### src/rtl/acc_shifter.sv
module acc_shifter #(
  parameter int ACC_W      = 40,
  parameter int CTL_W      = 16,
  parameter int FIELD_W    = 7,
  parameter int NARROW_W   = 32,
  parameter bit REGISTERED = 1'b1
) (
  input  logic             clk,
  input  logic             rst_n,
  input  logic             in_valid,
  input  logic [ACC_W-1:0] acc_in,
  input  logic [CTL_W-1:0] ctl_word,
  input  logic             arith,
  output logic             out_valid,
  output logic [ACC_W-1:0] acc_out,
  output logic             flag_zero,
  output logic             flag_neg,
  output logic             flag_wide
);
  localparam int AMT_W = FIELD_W - 1;
  localparam int TOP_W = ACC_W - NARROW_W + 1;

  logic             go_right;
  logic [AMT_W-1:0] mag;
  logic [AMT_W-1:0] rdist;
  logic             fill;
  logic [ACC_W-1:0] res;
  logic [TOP_W-1:0] top;
  logic             z_n, neg_n, wide_n;

  assign go_right = ctl_word[AMT_W];
  assign mag      = ctl_word[AMT_W-1:0];
  assign rdist    = '0 - mag;
  assign fill     = arith & acc_in[ACC_W-1];

  always_comb begin
    if (!go_right) begin
      if (int'(mag) >= ACC_W) res = '0;
      else                    res = acc_in << mag;
    end else if (int'(rdist) >= ACC_W) begin
      res = {ACC_W{fill}};
    end else if (arith) begin
      res = $signed(acc_in) >>> rdist;
    end else begin
      res = acc_in >> rdist;
    end
  end

  assign top    = res[ACC_W-1:NARROW_W-1];
  assign z_n    = ~|res;
  assign neg_n  = res[ACC_W-1];
  assign wide_n = ~(&top | ~|top);

  if (REGISTERED) begin : g_reg
    always_ff @(posedge clk) begin
      if (!rst_n) begin
        out_valid <= 1'b0;
        acc_out   <= '0;
        flag_zero <= 1'b0;
        flag_neg  <= 1'b0;
        flag_wide <= 1'b0;
      end else begin
        out_valid <= in_valid;
        if (in_valid) begin
          acc_out   <= res;
          flag_zero <= z_n;
          flag_neg  <= neg_n;
          flag_wide <= wide_n;
        end
      end
    end
  end else begin : g_comb
    assign out_valid = in_valid;
    assign acc_out   = res;
    assign flag_zero = z_n;
    assign flag_neg  = neg_n;
    assign flag_wide = wide_n;
  end
endmodule

### config.mk
export PLATFORM = sky130hd
export DESIGN_NAME = acc_shifter
export DESIGN_NICKNAME = d
export VERILOG_FILES = /design/src/rtl/acc_shifter.sv
export SDC_FILE = /design/constraint.sdc
export NUM_CORES = 1
export LEC_CHECK = 0
export BUFFER_PORTS_ARGS = -buffer_cell sky130_fd_sc_hd__buf_2
export CAP_MARGIN = 40
export CORE_ASPECT_RATIO = 2
export CORE_MARGIN = 4
export CORE_UTILIZATION = 47
export CTS_BUF_LIST = sky130_fd_sc_hd__clkbuf_4 sky130_fd_sc_hd__clkbuf_8 sky130_fd_sc_hd__clkbuf_16
export DETAILED_ROUTE_END_ITERATION = 12
export GPL_TIMING_DRIVEN = 0
export HOLD_SLACK_MARGIN = 0.03
export PLACE_DENSITY = 0.67
export SLEW_MARGIN = 10
export SYNTH_ARGS = -nofsm -noshare
export SYNTH_HDL_FRONTEND = slang
export SYNTH_SLANG_ARGS = --single-unit
export TNS_END_PERCENT = 30
### constraint.sdc
create_clock -name clk -period 16.06 [get_ports clk]
set_input_delay 1.606 -clock clk [delete_from_list [all_inputs] [get_ports clk]]
set_output_delay 1.606 -clock clk [all_outputs]
set_load 0.01 [all_outputs]
# --- After elaboration in Yosys (flattened, before gate mapping) ---
# Index checks and enable logic that the tools add are counted.
word_totals:
  latch_bits: 0
  input_bits: 60
  out_inout_bits: 44
  rom_bits: 0
  ramBits: 0
  word_cells: 23
  ff_bits: 44
  mem_count: 0
op_classes:
  shifts: 3
  div: 0
  bitwise_logic: 3
  reduce_logical: 5
  n_addsub: 1
  eq_ne: 0
  magnitude_cmp: 2
  n_mux: 4
  mul: 0
op_table:
  columns: ["operator", "count"]
  rows:
  - ["40-bit two-way mux", 4]
  - ["40-bit OR reduction", 1]
  - ["40-bit by 6-bit << shifter with 40-bit output", 1]
  - ["40-bit by 6-bit >> shifter with 40-bit output", 1]
  - ["40-bit by 6-bit >>> shifter with 40-bit output", 1]
  - ["6-bit >= comparator (second input constant)", 2]
  - ["9-bit AND reduction", 1]
  - ["9-bit OR reduction", 1]
  - ["1-bit by 6-bit subtractor with 6-bit output (first input constant)", 1]
  - ["1-bit zero test", 2]
  - ["1-bit AND", 1]
  - ["1-bit NOT", 1]
  - ["1-bit bitwise OR", 1]

# --- Longest topological paths before layout ---
depth:
  word_depth: 9
  depth_mapped: 20
  mapped_depth_nobuf: 11

# --- Worst setup path before layout ---
# OpenSTA, ideal clock, no wires.
synth_path:
  path_kind: "input-to-reg"
  startpoint: "input ctl_word[0]"
  endpoint: "register flag_zero"
  required_time_ps: 15976
  setup_ps: 84
  arrival_time_ps: 6093
  path_buffers: 6
  path_stages: 17
  setup_slack_ps: 9883
  path_cell_list: "buf_4 > inv_1 > buf_2 > clkbuf_1 > clkbuf_1 > ha_1 > buf_2 > buf_1 > mux2i_1 > mux4_2 > nor2_1 > or4_1 > a211oi_2 > nand3_1 > or4b_1 > or4_1 > o31ai_2"
synth_via:
  elab_chain_len: 7
  elab_cells_between_ends: 12
  cone_classes: "add/sub: 1; order compare: 2; shift: 3; mux: 4; reduce/logical: 2"
synth_rtl:
  columns: ["element", "line_no", "text"]
  rows:
  - ["from (decl)", "12", "input logic [CTL_W-1:0] ctl_word,"]
  - ["1-bit by 6-bit subtractor with 6-bit output", "33", "assign rdist = '0 - mag;"]
  - ["40-bit by 6-bit >> shifter with 40-bit output or 40-bit by 6-bit >>> shifter with 40-bit output (tied branches)", "45, 43", null]
  - ["40-bit two-way mux", "42", "end else if (arith) begin"]
  - ["40-bit two-way mux", "40", "end else if (int'(rdist) >= ACC_W) begin"]
  - ["40-bit two-way mux *", "37", "if (!go_right) begin"]
  - ["40-bit OR reduction *", "50", "assign z_n = ~|res;"]
  - ["1-bit zero test *", "50", null]
  - ["to (signal assigned)", "66", "flag_zero <= z_n;"]
  - ["to (decl)", "16", "output logic flag_zero,"]
# Mark *: on every way between the ends. The rest lies on a longest branch, timed or not.
# A chain may end at the register's enable or synchronous reset.

# --- Worst setup path after layout ---
# Same ends and word-level chain as after synthesis.

==> impl_results.md <==
* Final Cycle Share at 50.3%
* Worst rel slew slack at 31.3%
* FF-to-FF setup slack at 15.33 ns
* Final Hold Viols at 0
* # rows at 65
* Largest family of logic cells by synthesized area: multiplexers
* CTS H-tree lvls at 2
* Mapped Area at 7630 sq um
* Synth top area share at 23.9%
* WP data arrival at 8.28 ns
* Primary FF master, synth: dfxtp_1
* CTS max path bufs at 2
* LEAKAGE at 3.29 nW
* Post-synth top cells: nor2_1, nand2_1, mux4_2
* Routed length on met2 at 20600 microns
* Post-synth top area cell: mux4_2
* # Max-Cap Violations at 0
* Actual slew at the worst max-slew pin at 1.02 ns
* Fraction of layout cells with a size suffix above 1 at 25.3%
* Resized Gates After CTS at 0
* Synthesis-to-finish area growth at 12.3%
* NumNets Final at 1097
* CP Data Required Time at 16.27 ns
* Hold_buf cts at 0
* Library cells used by synthesis at 76
* Outcome: completed
* Post-Syn Nets at 989
* WP buf/inv at 11
* Routed Antenna Nets at 0
* EDFF count, synth at 0
* Pre-CTS setup slack at 8.14 ns
* Initial DRC count at 1222
* CORE AREA at 15900 sq um
* CP startpoint kind: input pin
* Slowest CP cell: o31ai_1
* Power density cells at 66.9 nW/um^2
* Fraction of registers with async set/reset at 0%
* Vias at 9671
* Drt pass-1 iters at 7
* RD Place Congestion at 1.14
* I/O pin count at 104
* Met1 WL at 12800 microns
* Clk_skew at 0 ns
* Crit path kind: in -> reg
* Met3 wire len at 4730 microns
* Routed len/inst at 35.8 microns
* Worst-path fanout max at 11
* Yosys synthesis warning count at 0
* Number of fill cells at 1570
* Worst path cell trace: buf_4 -> inv_1 -> buf_2 -> clkbuf_1 -> clkbuf_1 -> ha_1 -> buf_2 -> buf_2 -> buf_2 -> buf_2 -> buf_2 -> buf_1 -> nor2_1 -> o22ai_1 -> nor3_1 -> o31ai_1 -> a21boi_0 -> and2_1 -> nand4_1 -> o31ai_2
* Mapped Cells at 927
* Worst-path clk slew at 0.06 ns
* Die ar. at 18500 sq um
* Top sig layer: met4
* Clock Latency Late Sink at 0.29 ns
* Post-Synth Adder-Cell Area at 0.328%
* R2R depth at 2
* Fmax at 124 MHz
* Slowest stage delay, CP at 0.74 ns
* RSZ-0062 raised after global routing: false
* Top-count cell post-synth: nor2_1
* # Post-CTS Setup Buffers at 0
* Xor and xnor area share after synthesis at 0.672%
* Via density at 7.81
* Grt ovf at 0
* First-pass GRT wire length at 64200 microns
* Pin count of the biggest net entering global routing at 17
* Initial core utilization at 48.1%
* Die Ht at 188 microns
* Antenna violations before repair at 0
* Crit path max-delay family: buffers and inverters
* Syn_area_per_cell at 8.23 sq um
* WL final at 44400 microns
* Vias in the first global route at 9460
* Worst hold path class: reg -> reg
* Final Slew Violations at 0
* DP HPWL at 35000 microns
* Total DRC errors in the routed layout at 0
* Number of stages on the worst setup path at 20
* PortBufs at 91
* Compound-cell area share of the yosys netlist at 24.0%
* Critical Path Sink Type: register
* Most used cell, CP: buf_2
* Setup slack after layout at 7.99 ns
* CTS tree: done
* Tmin final at 8.07 ns
* # setup viols final at 0
* Setup TNS Final at 0 ns
* #FFs+latches synth at 43
* Clock sink count at 43
* Worst Hold Depth at 2
* Total GRT Usage at 47.1%
* CTS root buf: clkbuf_16
* Synth Area in Simple Gates at 19.7%
* Largest cells by area after synthesis: mux4_2, dfxtp_1, mux2i_1
* CTS buffer count at 5
* Seq/Total Area, Yosys at 11.3%
* Chip Width at 98.1 microns
* Mux cell area share after synthesis at 37.8%
* VDD IR-drop max at 34.8 uV
==> routing by layer <==
metal	vias up	global-route usage, %
li1	3873	-
met1	4506	45.7
met2	931	77.7
met3	361	12.3
met4	0	47.5
met5	-	0.275
==> flip-flops by register name, summed over array words and instances, names as in the netlist <==
name and count:
out_valid 1, flag_zero 1, acc_out 40, flag_wide 1
==> cells in the final DEF (no fill, tap or decap), types with 5 or more instances in the layout <==
cell and count:
nor2_1 104, o221ai_1 9, and3_1 7, nand3_1 15, o21ai_0 40, inv_1 12, or3_1 6, nor3b_1 5
a31oi_1 15, a211o_1 6, clkbuf_16 5, or4_1 7, or2_2 6, nor3_1 25, mux4_2 81, buf_4 7
nand2b_1 10, nand2_1 93, o2111ai_1 5, o211ai_1 6, buf_2 116, dfxtp_1 43, clkbuf_1 53, nor4_1 6
o311ai_0 5, a211oi_1 42, mux2i_1 72, buf_1 17, o31ai_1 12, mux2_2 30, and2_1 11, a21oi_1 52
a311oi_1 9, o22ai_1 15
==> where the power goes <==
part	switching [mW]	internal, mW	total [mW]
Sequential	0.00357	0.114	0.118
Clock	0.0451	0.0590	0.104
Combinational	0.228	0.124	0.352
Total	0.277	0.297	0.574
==> logic make-up (layout without fill, tap and decap cells) <==
family,Yosys count,count (layout)
muxes,183,183
other,0,1
and+or+nand+nor,317,317
DFF,43,43
AOI/OAI and AO/OA,265,265
xor gates and xnor gates,5,5
adders and majority gates,2,2
buffers and inverters,112,221
==> final timing paths <==
path / startpoint / endpoint
worst max-delay path: ctl_word[0] / flag_zero
worst min-delay path: acc_out[5] / acc_out[5]
worst max register to register: acc_out[39] / acc_out[39]
worst min register to register: acc_out[5] / acc_out[5]
==> per-stage QoR <==
stage	instances	power, mW	area [sq um]	hold WS (ns)	utilization [%]
CTS	1232	0.550	8530	0.461	53.8
global route	1237	0.588	8570	0.494	54.0
floorplan	927	0.325	7630	0.486	-
detailed placement	1224	0.447	8380	0.452	52.8
finish	1238	0.574	8570	0.460	54.1
global placement	1219	0.448	8340	0.448	52.6
==> final cells by class <==
cell class                      instances  area, sq um  share of cell area (%)
Clock inverter                          3         26.3                   0.306
Tap cell                              201          251                    2.93
Antenna cell                            1         2.50                  0.0292
Multi-Input combinational cell        772         6290                    73.4
Clock buffer                            5          125                    1.46
Sequential cell                        43          861                    10.0
Inverter                               14         52.6                   0.613
Buffer                                 98          428                    4.99
Timing Repair Buffer                  101          534                    6.23
==> tightest hold or removal path: stages, from the launching register on <==
cell	delay, ns
dfxtp_1	0.31
nand2_1	0.06
a21oi_1	0.05
Power figures use the tool's default switching activity.
